[src/rtl/netled_pkg.sv]
package netled_pkg;

    typedef enum logic [3:0] {
        M_RSV0     = 4'b0000,
        M_TX       = 4'b0001,
        M_RX       = 4'b0010,
        M_COL      = 4'b0011,
        M_LINK     = 4'b0100,
        M_DUP      = 4'b0101,
        M_RSV6     = 4'b0110,
        M_TXRX     = 4'b0111,
        M_ON       = 4'b1000,
        M_OFF      = 4'b1001,
        M_FAST     = 4'b1010,
        M_SLOW     = 4'b1011,
        M_LINK_RX  = 4'b1100,
        M_LINK_TRX = 4'b1101,
        M_DUP_COL  = 4'b1110,
        M_RSV15    = 4'b1111
    } led_mode_e;

    typedef enum logic [1:0] {
        HOLD_SHORT = 2'b00,
        HOLD_MED   = 2'b01,
        HOLD_LONG  = 2'b10,
        HOLD_RSV   = 2'b11
    } hold_sel_e;

    typedef struct packed {
        led_mode_e mode_a;
        led_mode_e mode_b;
        hold_sel_e sel;
        logic      hold_en;
    } ctrl_view_t;

    typedef struct packed {
        logic link;
        logic duplex;
    } line_state_t;

    typedef struct packed {
        logic tx;
        logic rx;
        logic col;
    } activity_t;

    localparam int NUM_LEDS = 2;
    localparam int NUM_SRC  = 3;

    // Suggested power-up control: A = link + tx/rx (held), B = rx activity,
    // hold enabled at the short length.
    localparam logic [15:0] CTRL_POWERUP = 16'h3D22;

    function automatic ctrl_view_t unpack_ctrl(input logic [15:0] w);
        ctrl_view_t v;
        v.mode_a  = led_mode_e'(w[11:8]);
        v.mode_b  = led_mode_e'(w[7:4]);
        v.sel     = hold_sel_e'(w[3:2]);
        v.hold_en = w[1];
        return v;
    endfunction

    function automatic logic is_reserved(input led_mode_e m);
        return (m == M_RSV0) || (m == M_RSV6) || (m == M_RSV15);
    endfunction

    function automatic logic is_combined(input led_mode_e m);
        return (m == M_LINK_RX) || (m == M_LINK_TRX) || (m == M_DUP_COL);
    endfunction

endpackage

[src/rtl/netled_hold.sv]
module netled_hold #(
    parameter int CW = 4
) (
    input  logic          clk,
    input  logic          rst,
    input  logic          evt_i,
    input  logic [CW-1:0] len_i,
    output logic          act_o
);
    logic [CW-1:0] cnt;

    always_ff @(posedge clk) begin
        if (rst) begin
            cnt <= '0;
        end else if (evt_i) begin
            cnt <= len_i;
        end else if (cnt != '0) begin
            cnt <= cnt - 1'b1;
        end
    end

    assign act_o = evt_i | (cnt != '0);

    // An event with a non-zero length keeps the output lit on the next cycle.
    assert_restart_R7: assert property (@(posedge clk) disable iff (rst)
        (evt_i && len_i != '0) |=> act_o);

    // A hold can only end on a cycle that followed a quiet cycle.
    assert_hold_end_R6: assert property (@(posedge clk) disable iff (rst)
        $fell(act_o) |-> !$past(evt_i));

endmodule

[src/rtl/netled_blink.sv]
module netled_blink #(
    parameter int HALF = 4
) (
    input  logic clk,
    input  logic rst,
    output logic phase_o
);
    localparam int CW = (HALF > 1) ? $clog2(HALF) : 1;
    localparam logic [CW-1:0] LAST = CW'(HALF - 1);

    logic [CW-1:0] cnt;

    always_ff @(posedge clk) begin
        if (rst) begin
            cnt     <= '0;
            phase_o <= 1'b0;
        end else if (cnt == LAST) begin
            cnt     <= '0;
            phase_o <= ~phase_o;
        end else begin
            cnt <= cnt + 1'b1;
        end
    end

    assert_toggle_at_wrap_R3: assert property (@(posedge clk) disable iff (rst)
        (phase_o != $past(phase_o)) |-> ($past(cnt) == LAST));

endmodule

[src/rtl/netled_pick.sv]
module netled_pick
    import netled_pkg::*;
(
    input  led_mode_e   mode_i,
    input  logic        hold_en_i,
    input  line_state_t line_i,
    input  activity_t   raw_i,
    input  activity_t   held_i,
    input  logic        fast_i,
    input  logic        slow_i,
    output logic        led_o
);
    activity_t act;

    // Activity-only modes use the held view only when holding is enabled.
    assign act = hold_en_i ? held_i : raw_i;

    always_comb begin
        unique case (mode_i)
            M_ON:       led_o = 1'b1;
            M_OFF:      led_o = 1'b0;
            M_FAST:     led_o = fast_i;
            M_SLOW:     led_o = slow_i;
            M_LINK:     led_o = line_i.link;
            M_DUP:      led_o = line_i.duplex;
            M_TX:       led_o = act.tx;
            M_RX:       led_o = act.rx;
            M_COL:      led_o = act.col;
            M_TXRX:     led_o = act.tx | act.rx;
            M_LINK_RX:  led_o = line_i.link & ~held_i.rx;
            M_LINK_TRX: led_o = line_i.link & ~(held_i.tx | held_i.rx);
            M_DUP_COL:  led_o = line_i.duplex & ~held_i.col;
            default:    led_o = 1'b0;
        endcase
    end

endmodule

[src/rtl/netled_drv.sv]
module netled_drv
    import netled_pkg::*;
#(
    parameter int SHORT_CYC = 1_000_000,
    parameter int MED_CYC   = 2_000_000,
    parameter int LONG_CYC  = 3_500_000,
    parameter int FAST_HALF = 2_500_000,
    parameter int SLOW_HALF = 6_000_000
) (
    input  logic        clk,
    input  logic        rst,
    input  logic [15:0] ctrl_word,
    input  logic        link_up,
    input  logic        full_dup,
    input  logic        tx_evt,
    input  logic        rx_evt,
    input  logic        col_evt,
    output logic        led_a,
    output logic        led_b
);
    localparam int MAXC_SM = (SHORT_CYC > MED_CYC) ? SHORT_CYC : MED_CYC;
    localparam int MAXC    = (MAXC_SM > LONG_CYC) ? MAXC_SM : LONG_CYC;
    localparam int CW      = $clog2(MAXC + 1);

    ctrl_view_t    cfg;
    line_state_t   line_s;
    activity_t     raw_s;
    activity_t     held_s;
    logic [NUM_SRC-1:0] raw_vec;
    logic [NUM_SRC-1:0] held_vec;
    logic [CW-1:0] hold_len;
    logic          fast_ph;
    logic          slow_ph;
    led_mode_e     mode_v [NUM_LEDS];
    logic [NUM_LEDS-1:0] led_v;
    logic          unused_ctrl;

    assign cfg         = unpack_ctrl(ctrl_word);
    assign unused_ctrl = ^{ctrl_word[15:12], ctrl_word[0]};
    assign line_s      = '{link: link_up, duplex: full_dup};
    assign raw_s       = '{tx: tx_evt, rx: rx_evt, col: col_evt};
    assign raw_vec     = raw_s;
    assign held_s      = activity_t'(held_vec);

    always_comb begin
        unique case (cfg.sel)
            HOLD_MED:  hold_len = CW'(MED_CYC);
            HOLD_LONG: hold_len = CW'(LONG_CYC);
            default:   hold_len = CW'(SHORT_CYC);
        endcase
    end

    for (genvar gs = 0; gs < NUM_SRC; gs++) begin : g_hold
        netled_hold #(.CW(CW)) hold_i (
            .clk   (clk),
            .rst   (rst),
            .evt_i (raw_vec[gs]),
            .len_i (hold_len),
            .act_o (held_vec[gs])
        );
    end

    netled_blink #(.HALF(FAST_HALF)) fast_i (
        .clk     (clk),
        .rst     (rst),
        .phase_o (fast_ph)
    );

    netled_blink #(.HALF(SLOW_HALF)) slow_i (
        .clk     (clk),
        .rst     (rst),
        .phase_o (slow_ph)
    );

    assign mode_v[0] = cfg.mode_a;
    assign mode_v[1] = cfg.mode_b;

    for (genvar gl = 0; gl < NUM_LEDS; gl++) begin : g_led
        netled_pick pick_i (
            .mode_i    (mode_v[gl]),
            .hold_en_i (cfg.hold_en),
            .line_i    (line_s),
            .raw_i     (raw_s),
            .held_i    (held_s),
            .fast_i    (fast_ph),
            .slow_i    (slow_ph),
            .led_o     (led_v[gl])
        );

        assert_forced_R2: assert property (@(posedge clk) disable iff (rst)
            (mode_v[gl] == M_ON) |-> led_v[gl]);

        assert_reserved_off_R9: assert property (@(posedge clk) disable iff (rst)
            is_reserved(mode_v[gl]) |-> !led_v[gl]);

        assert_combined_dark_R8: assert property (@(posedge clk) disable iff (rst)
            (is_combined(mode_v[gl]) &&
             !((mode_v[gl] == M_DUP_COL) ? full_dup : link_up)) |-> !led_v[gl]);
    end

    assign led_a = led_v[0];
    assign led_b = led_v[1];

endmodule

[config.mk]
export PLATFORM = sky130hd
export DESIGN_NAME = netled_drv
export DESIGN_NICKNAME = d
export VERILOG_FILES = /design/src/rtl/netled_pkg.sv /design/src/rtl/netled_hold.sv /design/src/rtl/netled_blink.sv /design/src/rtl/netled_pick.sv /design/src/rtl/netled_drv.sv
export SDC_FILE = /design/constraint.sdc
export NUM_CORES = 1
export LEC_CHECK = 0
export BUFFER_PORTS_ARGS = -buffer_cell sky130_fd_sc_hd__buf_2
export CAP_MARGIN = 40
export CORE_ASPECT_RATIO = 1.25
export CORE_UTILIZATION = 56
export DETAILED_ROUTE_END_ITERATION = 10
export PLACE_DENSITY = 0.76
export SYNTH_ARGS = -nofsm -noshare
export SYNTH_HDL_FRONTEND = slang
export SYNTH_HIERARCHICAL = 1
export SYNTH_SLANG_ARGS = --single-unit
[constraint.sdc]
create_clock -name clk -period 2.5 [get_ports clk]
set_clock_uncertainty 0.05 [all_clocks]
set_input_delay 0.375 -clock clk [delete_from_list [all_inputs] [get_ports clk]]
set_output_delay 0.375 -clock clk [all_outputs]
set_load 0.05 [all_outputs]
==> results_tabular.tex, run 1 <==
\begin{tabular}{lr}
\hline
Metric & Value \\
\hline
\multicolumn{2}{l}{\textbf{Status}} \\
\quad Run status & complete, but fails checks \\
\quad Failing checks & setup timing \\
\multicolumn{2}{l}{\textbf{CTS}} \\
\quad \# clock sinks & about 110 \\
\quad Buffers from clock root to sink, at most & 2 \\
\quad Number of levels the H-tree was split into & 4 \\
\quad CTS buffer count & 17 \\
\quad Hold-fix buffers at CTS & 0 \\
\quad Clock insertion delay at the later pin of the skew report & 410 ps \\
\quad Clk Tree Root Cell & sky130\_fd\_sc\_hd\_\_clkbuf\_16 \\
\quad Clock tree from TritonCTS & built \\
\quad Clock slew seen by the registers of the worst setup and hold paths & roughly 50 ps \\
\multicolumn{2}{l}{\textbf{Final layout}} \\
\quad Post-synthesis to final-layout area growth & 23.35\% \\
\quad Post-layout nets & 913 \\
\quad Cell area after layout & 7826 um\^{}2 \\
\quad Highest-count cells in the layout ignoring fill and taps & 112 x sky130\_fd\_sc\_hd\_\_dfxtp\_1, 93 x sky130\_fd\_sc\_hd\_\_buf\_4, 73 x sky130\_fd\_sc\_hd\_\_nor2\_1, 64 x sky130\_fd\_sc\_hd\_\_nand2\_1 \\
\quad Post-layout utilization of the core & 70.61\% \\
\quad Most common cell after layout, fill and taps aside & sky130\_fd\_sc\_hd\_\_dfxtp\_1 \\
\quad Layout cell share with drive strength beyond 1 & 20.65\% \\
\multicolumn{2}{l}{\textbf{Routing}} \\
\quad DRC violation total after the first TritonRoute iteration & 381 \\
\quad Sum of met3 wire segment lengths after detailed routing & 839 um \\
\quad Remaining DRCs & 0 \\
\quad Detail Route Antenna Nets & 0 \\
\quad WL per Instance & 15.28 um \\
\quad Number of iterations in the first detailed-routing pass & 5 \\
\quad Met1 layer wirelength in the final routing & 6511 um \\
\quad Aggregate routed wire length & 15,690 um \\
\quad Total via count after detailed routing & 6,043 \\
\quad Detailed-route vias per instance & around 6 \\
\quad Uppermost layer routed & met5 \\
\quad WL met2 & approximately 8100 um \\
\multicolumn{2}{l}{\textbf{Yosys}} \\
\quad Post-Synthesis Mean Instance Area & approximately 8.4 um\^{}2 \\
\quad Number of enable flip-flop cells after synthesis & 0 \\
\quad Proportion of synthesized flip-flops having asynchronous set or reset & 0\% \\
\quad Synthesized netlist cell count & 759 \\
\quad \#FFs+latches synth & 113 \\
\quad Cell area after technology mapping & approximately 6300 um\^{}2 \\
\quad Top cell type by total area after synthesis & sky130\_fd\_sc\_hd\_\_dfxtp\_1 \\
\quad Leading register cell type out of synthesis & sky130\_fd\_sc\_hd\_\_dfxtp\_1 \\
\quad Synth top area share & a little over a third \\
\quad Portion of the post-synthesis area used by sequential elements & 35.65\% \\
\quad Post-synthesis cell type count & between 50 and 60 \\
\quad Synthesis warning total & 6 \\
\quad Synth top area cells & sky130\_fd\_sc\_hd\_\_dfxtp\_1 36\%, sky130\_fd\_sc\_hd\_\_xnor2\_1 5.8\%, sky130\_fd\_sc\_hd\_\_or3\_1 4.3\%, sky130\_fd\_sc\_hd\_\_nor2\_1 4.3\%, sky130\_fd\_sc\_hd\_\_nand2\_1 3.8\% \\
\multicolumn{2}{l}{\textbf{Global route}} \\
\quad Global-route wire length before repair & 26,670 um \\
\quad Vias in the first global route & 5,928 \\
\quad Initial antenna violation count & 1 \\
\quad Aggregate global-route resource usage & around 28\% \\
\quad Maximum number of pins on one net before global-route repair & 32 \\
\quad Global route overflow & 0 \\
\multicolumn{2}{l}{\textbf{Setup path}} \\
\quad Required time worst endpoint & 2080 ps \\
\quad Critical Setup Path Class & reg2out \\
\quad FF-to-FF path depth & 6 \\
\quad Start of the worst register-to-register path & g\_hold[2].hold\_i/cnt[18] \\
\quad Max Fanout on Critical Path & 3 \\
\quad Element type at the critical path start & flip-flop \\
\quad Element type at the critical path end & primary output \\
\quad Capture instance of the worst register-to-register path & g\_hold[2].hold\_i/cnt[1] \\
\quad Buf+Inv Stages, Crit Path & 1 \\
\quad Longest individual stage delay on the worst path & 420 ps \\
\quad Cell chain of the critical path & or3\_4, or4\_4, or3\_4, mux2i\_1, nor3b\_1, o311ai\_1, nand4\_1, buf\_6 \\
\quad Most common cell on crit path & sky130\_fd\_sc\_hd\_\_or3\_4 \\
\quad CP top delay family & simple AND/OR/NAND/NOR gates \\
\quad Data arrival time of the critical path & 2820 ps \\
\quad Slowest cell on the critical path & sky130\_fd\_sc\_hd\_\_or4\_4 \\
\quad Worst R2R Setup Slack & 270 ps \\
\multicolumn{2}{l}{\textbf{Pwr}} \\
\quad LEAKAGE & between 0.002 and 0.003 uW \\
\quad Peak supply drop & around 0.00045 V \\
\quad Overall power consumption & 5212 uW \\
\quad Pwr/cell area & about 670 nW/um\^{}2 \\
\multicolumn{2}{l}{\textbf{Timing}} \\
\quad Max-slew violation count & 0 \\
\quad Final worst-path cycle share & 129.9\% \\
\quad Slew Limit Headroom & 54.81\% \\
\quad Hold Slack & just under 400 ps \\
\quad Setup ws final & -747.6 ps \\
\quad Final worst path period need & 3248 ps \\
\quad Actual transition at the worst max-transition pin & 675.3 ps \\
\quad RSZ-0062 raised after global routing & true \\
\quad Final setup violation count & 2 \\
\quad Timing-limited maximum frequency & between 300 and 400 MHz \\
\quad Hold Violations, Final & 0 \\
\multicolumn{2}{l}{\textbf{Place}} \\
\quad Port Buffers & 19 \\
\quad Instance area after placement & 7208 um\^{}2 \\
\quad RePlAce Congestion & 0.8830 \\
\quad Detailed placement HPWL & 10,780 um \\
\multicolumn{2}{l}{\textbf{Hold path}} \\
\quad Launch point of the worst hold path & slow\_i/cnt[0] \\
\quad Count of cells along the worst hold path & 1 \\
\quad Type of the tightest min-delay check & reg2reg \\
\quad Hold worst-path end & slow\_i/cnt[0] \\
\multicolumn{2}{l}{\textbf{Floorplan}} \\
\quad Area enclosed by the die boundary & 11,760 um\^{}2 \\
\quad Vertical die dimension & 121.0 um \\
\quad IO Pins & 25 \\
\quad Standard-cell rows & 43 \\
\quad Die width & 97.21 um \\
\quad Initial standard-cell utilization of the core & a little under three fifths \\
\quad Area of the placeable core & 11,080 um\^{}2 \\
\multicolumn{2}{l}{\textbf{Run}} \\
\quad Max-cap violation count & 0 \\
\hline
\end{tabular}
[cells by family (layout without fill, tap and decap cells)]
| kind of cell | after synthesis | after routing | share of synthesized area, % |
|---|---|---|---|
| compound gates | 149 | 149 | 14.73 |
| xor+xnor | 63 | 63 | 8.697 |
| fa+ha+maj | 9 | 9 | 1.775 |
| buf+inv | 59 | 169 | 4.595 |
| flops | 113 | 113 | 35.65 |
| mux | 11 | 11 | 1.795 |
| other cells | 2 | 25 | 0.1184 |
| simple gates | 353 | 353 | 32.64 |
[final cells by class]
cell class / count / area, um^2
clock inverter: 7 / 85.08
timing repair buffer: 112 / 805.8
tap: 135 / 168.9
fill: 861 / 3257
antenna: 1 / 2.502
inverter: 28 / 105.1
multi-input combinational: 609 / 3921
sequential: 113 / 2263
clock buffer: 22 / 474.2
[worst reg2reg max path: stages (launching register included)]
cell and delay (ps):
sky130_fd_sc_hd__dfxtp_2 310, sky130_fd_sc_hd__or3_4 380, sky130_fd_sc_hd__or4_4 420, sky130_fd_sc_hd__buf_4 170
sky130_fd_sc_hd__nor2_4 250, sky130_fd_sc_hd__mux2_2 380, sky130_fd_sc_hd__o31ai_1 190
[Yosys cell counts, drive strengths merged (21+ instances only)]
library cell  count
a21oi            46
nor4             24
nand2            64
dfxtp           113
o21ai            46
xnor2            42
nand4            32
xor2             21
nor2             76
nor3             30
inv              28
or3              47
[per-layer routing]
layer | GRT usage (%) | vias up
met2 | 49.52 | 162
met4 | 12.03 | 2
met5 | 0 | -
met3 | 6.164 | 28
li1 | - | 3006
met1 | 31.64 | 2845
[what timing repair did]
action,CTS,global route
setup buffers,2,0
setup endpoints to repair,2,2
gates resized for setup,8,2
pin swaps,5,3
hold endpoints to repair,0,0
cloned,0,0
[registers in the layout, indices dropped and copies added (netlist names)]
name,cells
slow_i/phase_o,1
slow_i/cnt,23
g_hold.hold_i/cnt,66
fast_i/cnt,22
fast_i/phase_o,1
[stage by stage]
stage	setup TNS, ps	cells	worst slack [ps]
after floorplan	-805.3	781	-409.2
after global placement	-687.2	995	-373.2
after detailed placement	-800.5	995	-412.3
after CTS	-1391	1026	-750.0
after global routing	-1598	1026	-806.8
final	-1430	1027	-747.6
[power breakdown]
part	internal, uW	total (uW)	switching (uW)	leakage (uW)
Clock	1520	2300	782	0.000281
Sequential	1900	1970	69.8	0.000927
Combinational	452	941	490	0.00176
[worst max-delay path by stage]
stage | endpoint | startpoint | slack, ps | cells past startpoint
6_report | led_b | g_hold[2].hold_i/cnt[18] | -750 | 8
3_3_place_gp | led_b | g_hold[0].hold_i/cnt[0] | -370 | 10
5_1_grt | led_b | g_hold[1].hold_i/cnt[18] | -810 | 8
3_5_place_dp | led_b | g_hold[0].hold_i/cnt[0] | -410 | 10
4_1_cts | led_b | g_hold[2].hold_i/cnt[18] | -750 | 8
2_1_floorplan | led_a | g_hold[1].hold_i/cnt[18] | -410 | 7
(Power assumes the default switching activity.)
==> inputs of run 2 (changes only) <==
--- a/config.mk
+++ b/config.mk
@@ -11,6 +11,7 @@
 export CORE_UTILIZATION = 56
 export DETAILED_ROUTE_END_ITERATION = 10
 export PLACE_DENSITY = 0.76
+export RECOVER_POWER = 25
 export SYNTH_ARGS = -nofsm -noshare
 export SYNTH_HDL_FRONTEND = slang
 export SYNTH_HIERARCHICAL = 1
==> results_tabular.tex, run 2 (synthesis gave the netlist of run 1 again) <==
\begin{tabular}{lr}
\hline
Metric & Value \\
\hline
\multicolumn{2}{l}{\textbf{Floorplan}} \\
\quad Die width & 97.21 um (unchanged) \\
\quad Area of the placeable core & 11,080 um\^{}2 (unchanged) \\
\quad IO Pins & 25 (unchanged) \\
\quad Area enclosed by the die boundary & 11,760 um\^{}2 (unchanged) \\
\quad Standard-cell rows & 43 (unchanged) \\
\quad Vertical die dimension & 121.0 um (unchanged) \\
\quad Initial standard-cell utilization of the core & 57.25\% (unchanged) \\
\multicolumn{2}{l}{\textbf{Timing}} \\
\quad RSZ-0062 raised after global routing & true (unchanged) \\
\quad Hold Violations, Final & 0 (unchanged) \\
\quad Setup ws final & -758.6 ps (was -747.6 ps) \\
\quad Final setup violation count & 2 (unchanged) \\
\quad Actual transition at the worst max-transition pin & 920.8 ps (was 675.3 ps) \\
\quad Timing-limited maximum frequency & 306.9 MHz (was 307.9 MHz) \\
\quad Final worst path period need & 3259 ps (was 3248 ps) \\
\quad Max-slew violation count & 0 (unchanged) \\
\quad Slew Limit Headroom & 38.61\% (was 54.81\%) \\
\quad Final worst-path cycle share & 130.3\% (was 129.9\%) \\
\multicolumn{2}{l}{\textbf{CTS}} \\
\quad Clock tree from TritonCTS & built (unchanged) \\
\quad Clock slew seen by the registers of the worst setup and hold paths & 50 ps (about the same) \\
\quad Number of levels the H-tree was split into & 4 (unchanged) \\
\quad Clk Tree Root Cell & sky130\_fd\_sc\_hd\_\_clkbuf\_16 (unchanged) \\
\quad CTS buffer count & 17 (unchanged) \\
\quad Clock insertion delay at the later pin of the skew report & 410 ps (about the same) \\
\quad Buffers from clock root to sink, at most & 2 (unchanged) \\
\quad \# clock sinks & 113 (unchanged) \\
\multicolumn{2}{l}{\textbf{Setup path}} \\
\quad Required time worst endpoint & 2080 ps (about the same) \\
\quad FF-to-FF path depth & 6 (unchanged) \\
\quad Element type at the critical path end & primary output (unchanged) \\
\quad Element type at the critical path start & flip-flop (unchanged) \\
\quad Start of the worst register-to-register path & g\_hold[2].hold\_i/cnt[18] (unchanged) \\
\quad Worst R2R Setup Slack & 240 ps (was 270 ps) \\
\quad Capture instance of the worst register-to-register path & g\_hold[2].hold\_i/cnt[1] (unchanged) \\
\quad Data arrival time of the critical path & 2830 ps (was 2820 ps) \\
\quad Critical Setup Path Class & reg2out (unchanged) \\
\quad Max Fanout on Critical Path & 3 (unchanged) \\
\multicolumn{2}{l}{\textbf{Final layout}} \\
\quad Register Area & 2262 um\^{}2 (was 2263 um\^{}2) \\
\quad Highest-count cells in the layout ignoring fill and taps & 113 x sky130\_fd\_sc\_hd\_\_dfxtp\_1, 90 x sky130\_fd\_sc\_hd\_\_buf\_4, 73 x sky130\_fd\_sc\_hd\_\_nor2\_1, 64 x sky130\_fd\_sc\_hd\_\_nand2\_1 (was 112 x sky130\_fd\_sc\_hd\_\_dfxtp\_1, 93 x sky130\_fd\_sc\_hd\_\_buf\_4, 73 x sky130\_fd\_sc\_hd\_\_nor2\_1, 64 x sky130\_fd\_sc\_hd\_\_nand2\_1) \\
\quad Most flop-heavy register & g\_hold.hold\_i/cnt (unchanged) \\
\quad Flip-flop count of the largest register, all copies and words added & 66 (unchanged) \\
\quad Area taken by multi-input logic gates & 3906 um\^{}2 (was 3921 um\^{}2) \\
\quad Registers with the most flip-flops & g\_hold.hold\_i/cnt: 66 flops, slow\_i/cnt: 23 flops, fast\_i/cnt: 22 flops (unchanged) \\
\quad Number of filler cells placed in the layout & 864 (was 861) \\
\quad Layout cell share with drive strength beyond 1 & 20.09\% (was 20.65\%) \\
\quad Count of non-filler cells in the finished layout & 1,027 (unchanged) \\
\quad Post-layout nets & 913 (unchanged) \\
\quad Most common cell after layout, fill and taps aside & sky130\_fd\_sc\_hd\_\_dfxtp\_1 (unchanged) \\
\quad Post-synthesis to final-layout area growth & 22.91\% (was 23.35\%) \\
\multicolumn{2}{l}{\textbf{Hold path}} \\
\quad Count of cells along the worst hold path & 1 (unchanged) \\
\quad Launch point of the worst hold path & slow\_i/cnt[0] (unchanged) \\
\quad Type of the tightest min-delay check & reg2reg (unchanged) \\
\quad Hold worst-path end & slow\_i/cnt[0] (unchanged) \\
\multicolumn{2}{l}{\textbf{Run}} \\
\quad Max-cap violation count & 0 (unchanged) \\
\multicolumn{2}{l}{\textbf{Routing}} \\
\quad Remaining DRCs & 0 (unchanged) \\
\quad Detail Route Antenna Nets & 0 (unchanged) \\
\quad Total via count after detailed routing & 6,077 (was 6,043) \\
\quad Aggregate routed wire length & 15,720 um (was 15,690 um) \\
\quad WL per Instance & 15.31 um (was 15.28 um) \\
\quad Detailed-route vias per instance & 5.917 (was 5.884) \\
\quad Number of iterations in the first detailed-routing pass & 5 (unchanged) \\
\quad DRC violation total after the first TritonRoute iteration & 351 (was 381) \\
\multicolumn{2}{l}{\textbf{Global route}} \\
\quad Global route overflow & 0 (unchanged) \\
\quad Maximum number of pins on one net before global-route repair & 32 (unchanged) \\
\quad Global-route wire length before repair & 26,670 um (unchanged) \\
\quad Aggregate global-route resource usage & 27.72\% (unchanged) \\
\quad Vias in the first global route & 5,928 (unchanged) \\
\quad Initial antenna violation count & 1 (unchanged) \\
\multicolumn{2}{l}{\textbf{Status}} \\
\quad Failing checks & setup timing (unchanged) \\
\quad Run status & complete, but fails checks (unchanged) \\
\multicolumn{2}{l}{\textbf{Pwr}} \\
\quad Pwr/cell area & 667.8 nW/um\^{}2 (was 665.9 nW/um\^{}2) \\
\quad Overall power consumption & 5208 uW (was 5212 uW) \\
\quad Peak supply drop & 0.0004495 V (about the same) \\
\quad LEAKAGE & 0.002938 uW (was 0.002963 uW) \\
\multicolumn{2}{l}{\textbf{Place}} \\
\quad Port Buffers & 19 (unchanged) \\
\quad Detailed placement HPWL & 10,780 um (unchanged) \\
\quad Post-placement cell count & 995 (unchanged) \\
\quad RePlAce Congestion & 0.8830 (unchanged) \\
\hline
\end{tabular}
## run 2: cell types whose count changed in the layout (fill, tap and decap cells not counted)
cell	delta
sky130_fd_sc_hd__nand4_1	+1
sky130_fd_sc_hd__clkbuf_1	+3
sky130_fd_sc_hd__dfxtp_2	-1
sky130_fd_sc_hd__nand4_4	-1
sky130_fd_sc_hd__buf_4	-3
sky130_fd_sc_hd__dfxtp_1	+1
## run 2: through the flow
step	util [%]	instance area [um^2]	hold slack, ps	TNS, ps	setup slack (ps)
floorplan	-	6447	362.9	-805.3	-409.2
global placement	65.04	7208	370.7	-687.2	-373.2
detailed placement	65.04	7208	388.8	-800.5	-412.3
CTS	70.48	7811	396.0	-1391	-750.0
global route	70.34	7796	436.6	-1598	-806.8
finish	70.37	7799	387.1	-1447	-758.6
## run 2: worst max path at each step
stage,startpoint,to,slack (ps)
6_report,g_hold[2].hold_i/cnt[18],led_b,-760
5_1_grt,g_hold[1].hold_i/cnt[18],led_b,-810
4_1_cts,g_hold[2].hold_i/cnt[18],led_b,-750
3_5_place_dp,g_hold[0].hold_i/cnt[0],led_b,-410
3_3_place_gp,g_hold[0].hold_i/cnt[0],led_b,-370
2_1_floorplan,g_hold[1].hold_i/cnt[18],led_a,-410
## run 2: routing by layer
layer	vias to the layer above	global-route usage (%)	wire length [um]
met5	-	0	13
met4	2	12.03	266
met3	30	6.164	847
met2	175	49.52	8069
met1	2863	31.64	6524
li1	3007	-	-
## run 2: area by class of cell
type | count | share of cell area [%]
diodes | 1 | 0.03209
flip-flops and latches | 113 | 29.01
inverters | 28 | 1.348
clock inverters | 7 | 1.091
repair buffers | 112 | 10.19
well taps | 135 | 2.166
multi-input cells | 609 | 50.09
clock buffers | 22 | 6.081
## run 2: repair_timing
item | in CTS | in global routing
setup endpoints to repair | 2 | 2
gates resized for setup | 8 | 2
cloned | 0 | 0
hold buffers | 0 | 0
pin swaps | 5 | 3
endpoints found under the hold margin | 0 | 0
buffers inserted | 2 | 0
## run 2: where the power goes
part           leakage [uW]  internal, uW  switching, uW
clock              0.000281          1520            782
sequential         0.000927          1900           69.8
combinational       0.00173           448            490
total               0.00294          3870           1340
## run 2: worst max-delay path, stage by stage, from the launching register on
cell,delay [ps]
sky130_fd_sc_hd__dfxtp_1,310
sky130_fd_sc_hd__or3_4,380
sky130_fd_sc_hd__or4_4,420
sky130_fd_sc_hd__or3_4,350
sky130_fd_sc_hd__mux2i_1,160
sky130_fd_sc_hd__nor3b_1,80
sky130_fd_sc_hd__o311ai_1,280
sky130_fd_sc_hd__nand4_1,220
sky130_fd_sc_hd__buf_6,220
==> inputs of run 3 (changes only) <==
--- a/config.mk
+++ b/config.mk
@@ -8,9 +8,8 @@
 export BUFFER_PORTS_ARGS = -buffer_cell sky130_fd_sc_hd__buf_2
 export CAP_MARGIN = 40
 export CORE_ASPECT_RATIO = 1.25
-export CORE_UTILIZATION = 56
+export CORE_UTILIZATION = 25
 export DETAILED_ROUTE_END_ITERATION = 10
-export PLACE_DENSITY = 0.76
 export RECOVER_POWER = 25
 export SYNTH_ARGS = -nofsm -noshare
 export SYNTH_HDL_FRONTEND = slang
==> results_tabular.tex, run 3 (synthesis gave the netlist of run 1 again) <==
\begin{tabular}{lr}
\hline
Metric & Value \\
\hline
\multicolumn{2}{l}{\textbf{CTS}} \\
\quad Clock slew seen by the registers of the worst setup and hold paths & 50 ps (about the same) \\
\quad Clock tree from TritonCTS & built (unchanged) \\
\quad Number of levels the H-tree was split into & 4 (unchanged) \\
\quad Buffers from clock root to sink, at most & 2 (unchanged) \\
\quad Clk Tree Root Cell & sky130\_fd\_sc\_hd\_\_clkbuf\_16 (unchanged) \\
\quad \# clock sinks & 113 (unchanged) \\
\quad CTS buffer count & 17 (unchanged) \\
\quad Hold-fix buffers at CTS & 0 (unchanged) \\
\quad Clock insertion delay at the later pin of the skew report & 410 ps (about the same) \\
\multicolumn{2}{l}{\textbf{Final layout}} \\
\quad Count of non-filler cells in the finished layout & 1,226 (was 1,027) \\
\quad Layout cell share with drive strength beyond 1 & 20.65\% (was 20.09\%) \\
\quad Registers with the most flip-flops & g\_hold.hold\_i/cnt: 66 flops, slow\_i/cnt: 23 flops, fast\_i/cnt: 22 flops (unchanged) \\
\quad Post-layout nets & 915 (was 913) \\
\quad Post-synthesis to final-layout area growth & 28.42\% (was 22.91\%) \\
\quad Most common cell after layout, fill and taps aside & sky130\_fd\_sc\_hd\_\_dfxtp\_1 (unchanged) \\
\quad Most flop-heavy register & g\_hold.hold\_i/cnt (unchanged) \\
\quad Flip-flop count of the largest register, all copies and words added & 66 (unchanged) \\
\quad Highest-count cells in the layout ignoring fill and taps & 112 x sky130\_fd\_sc\_hd\_\_dfxtp\_1, 92 x sky130\_fd\_sc\_hd\_\_buf\_4, 73 x sky130\_fd\_sc\_hd\_\_nor2\_1, 64 x sky130\_fd\_sc\_hd\_\_nand2\_1 (was 113 x sky130\_fd\_sc\_hd\_\_dfxtp\_1, 90 x sky130\_fd\_sc\_hd\_\_buf\_4, 73 x sky130\_fd\_sc\_hd\_\_nor2\_1, 64 x sky130\_fd\_sc\_hd\_\_nand2\_1) \\
\quad Number of antenna diodes & 0 (was 1) \\
\multicolumn{2}{l}{\textbf{Routing}} \\
\quad DRC violation total after the first TritonRoute iteration & 200 (was 351) \\
\quad Remaining DRCs & 0 (unchanged) \\
\quad Detail Route Antenna Nets & 0 (unchanged) \\
\quad Aggregate routed wire length & 15,460 um (was 15,720 um) \\
\quad WL per Instance & 12.61 um (was 15.31 um) \\
\quad Number of iterations in the first detailed-routing pass & 4 (was 5) \\
\quad Total via count after detailed routing & 5,800 (was 6,077) \\
\quad Detailed-route vias per instance & 4.731 (was 5.917) \\
\multicolumn{2}{l}{\textbf{Timing}} \\
\quad Setup TNS & -1257 ps (was -1447 ps) \\
\quad Max-slew violation count & 0 (unchanged) \\
\quad Setup ws final & -639.5 ps (was -758.6 ps) \\
\quad Actual transition at the worst max-transition pin & 723.1 ps (was 920.8 ps) \\
\quad RSZ-0062 raised after global routing & true (unchanged) \\
\quad Final worst-path cycle share & 125.6\% (was 130.3\%) \\
\quad Slew Limit Headroom & 51.79\% (was 38.61\%) \\
\quad Final worst path period need & 3140 ps (was 3259 ps) \\
\quad Final setup violation count & 2 (unchanged) \\
\quad Hold Violations, Final & 0 (unchanged) \\
\quad Timing-limited maximum frequency & 318.5 MHz (was 306.9 MHz) \\
\multicolumn{2}{l}{\textbf{Place}} \\
\quad Detailed placement HPWL & 10,750 um (was 10,780 um) \\
\quad Port Buffers & 19 (unchanged) \\
\quad Post-placement cell count & 1,194 (was 995) \\
\quad RePlAce Congestion & 0.8231 (was 0.8830) \\
\multicolumn{2}{l}{\textbf{Setup path}} \\
\quad Element type at the critical path start & flip-flop (unchanged) \\
\quad Buf+Inv Stages, Crit Path & 1 (unchanged) \\
\quad Element type at the critical path end & primary output (unchanged) \\
\quad Max Fanout on Critical Path & 3 (unchanged) \\
\quad Cell chain of the critical path & or3\_4, or4\_4, or3\_4, mux2i\_1, nor3b\_1, o311ai\_1, nand4\_1, buf\_6 (unchanged) \\
\quad CP top delay family & simple AND/OR/NAND/NOR gates (unchanged) \\
\quad Slowest cell on the critical path & sky130\_fd\_sc\_hd\_\_or4\_4 (unchanged) \\
\quad Data arrival time of the critical path & 2710 ps (was 2830 ps) \\
\quad Critical Setup Path Class & reg2out (unchanged) \\
\quad Longest individual stage delay on the worst path & 420 ps (about the same) \\
\quad Most common cell on crit path & sky130\_fd\_sc\_hd\_\_or3\_4 (unchanged) \\
\quad Required time worst endpoint & 2080 ps (about the same) \\
\multicolumn{2}{l}{\textbf{Status}} \\
\quad Failing checks & setup timing (unchanged) \\
\quad Run status & complete, but fails checks (unchanged) \\
\multicolumn{2}{l}{\textbf{Pwr}} \\
\quad Cell-internal power & 4166 uW (was 3866 uW) \\
\quad LEAKAGE & 0.002996 uW (was 0.002938 uW) \\
\quad Fraction of power consumed by the clock network & 48.0\% (was 44.1\%) \\
\quad Seq pwr share & 35.5\% (was 37.9\%) \\
\quad Pwr/cell area & 682.5 nW/um\^{}2 (was 667.8 nW/um\^{}2) \\
\quad Combinational share of power & 16.5\% (was 18.0\%) \\
\quad Sw power & 1395 uW (was 1342 uW) \\
\quad Fraction of power spent switching nets & 25.09\% (was 25.76\%) \\
\quad Peak supply drop & 0.0005509 V (was 0.0004495 V) \\
\multicolumn{2}{l}{\textbf{Global route}} \\
\quad Aggregate global-route resource usage & 12.49\% (was 27.72\%) \\
\quad Initial antenna violation count & 1 (unchanged) \\
\quad Maximum number of pins on one net before global-route repair & 35 (was 32) \\
\quad Global route overflow & 0 (unchanged) \\
\quad Global-route wire length before repair & 26,230 um (was 26,670 um) \\
\quad Vias in the first global route & 5,475 (was 5,928) \\
\multicolumn{2}{l}{\textbf{Floorplan}} \\
\quad IO Pins & 25 (unchanged) \\
\quad Initial standard-cell utilization of the core & 25.73\% (was 57.25\%) \\
\quad Standard-cell rows & 64 (was 43) \\
\quad Area enclosed by the die boundary & 26,020 um\^{}2 (was 11,760 um\^{}2) \\
\quad Vertical die dimension & 180.1 um (was 121.0 um) \\
\quad Area of the placeable core & 24,660 um\^{}2 (was 11,080 um\^{}2) \\
\quad Die width & 144.5 um (was 97.21 um) \\
\multicolumn{2}{l}{\textbf{Run}} \\
\quad Max-cap violation count & 0 (unchanged) \\
\multicolumn{2}{l}{\textbf{Hold path}} \\
\quad Type of the tightest min-delay check & reg2reg (unchanged) \\
\hline
\end{tabular}
## run 3: layer usage
layer | global-route usage (%) | vias to the layer above | share of wire, % | wire length [um]
met3 | 1.940 | 16 | 2.4 | 370
met4 | 5.221 | 0 | 1.8 | 277
met5 | 0 | - | 0 | 0
met2 | 21.40 | 94 | 49 | 7574
met1 | 15.28 | 2667 | 47 | 7232
li1 | - | 3023 | - | -
## run 3: power by group through the flow
stage / sequential (uW) / clock, uW / combinational (uW)
floorplan: 2030 / 0 / 535
global placement: 2010 / 0 / 899
detailed placement: 2010 / 0 / 909
CTS: 1970 / 2720 / 922
global route: 1980 / 2790 / 1020
finish: 1970 / 2670 / 918
## run 3: what timing repair did
item,in CTS,in global routing
gates cloned,0,0
setup buffers,0,0
gates resized for setup,4,4
pin swaps,2,4
endpoints found under the setup margin,2,2
## run 3: final cells by class
class | instances | area, um^2
multi-input cells | 609 | 3910
flip-flops and latches | 113 | 2263
clock inverters | 10 | 181.4
fillers | 2653 | 16520
well taps | 330 | 412.9
inverters | 28 | 105.1
repair buffers | 114 | 810.8
clock buffers | 22 | 464.2
## run 3: path summary, 6_finish.rpt
check	cells past startpoint	slack [ps]	startpoint	to
worst max-delay path	8	-640	g_hold[1].hold_i/cnt[18]	led_a
worst min register to register	1	390	slow_i/cnt[0]	slow_i/cnt[0]
worst min-delay path	1	390	slow_i/cnt[0]	slow_i/cnt[0]
worst max register to register	6	240	g_hold[0].hold_i/cnt[18]	g_hold[0].hold_i/cnt[1]
## run 3: through the flow
stage                     util [%]  setup slack (ps)  hold WS [ps]  area (um^2)  total power [uW]
after CTS                    33.01            -629.6         387.5         8140              5615
after global placement       30.34            -250.0         370.6         7482              2904
after detailed placement     30.34            -237.6         379.5         7482              2916
final                        33.04            -639.5         387.4         8148              5561
after floorplan                  -            -409.2         362.9         6447              2566
after global routing         33.04            -778.1         409.5         8148              5799
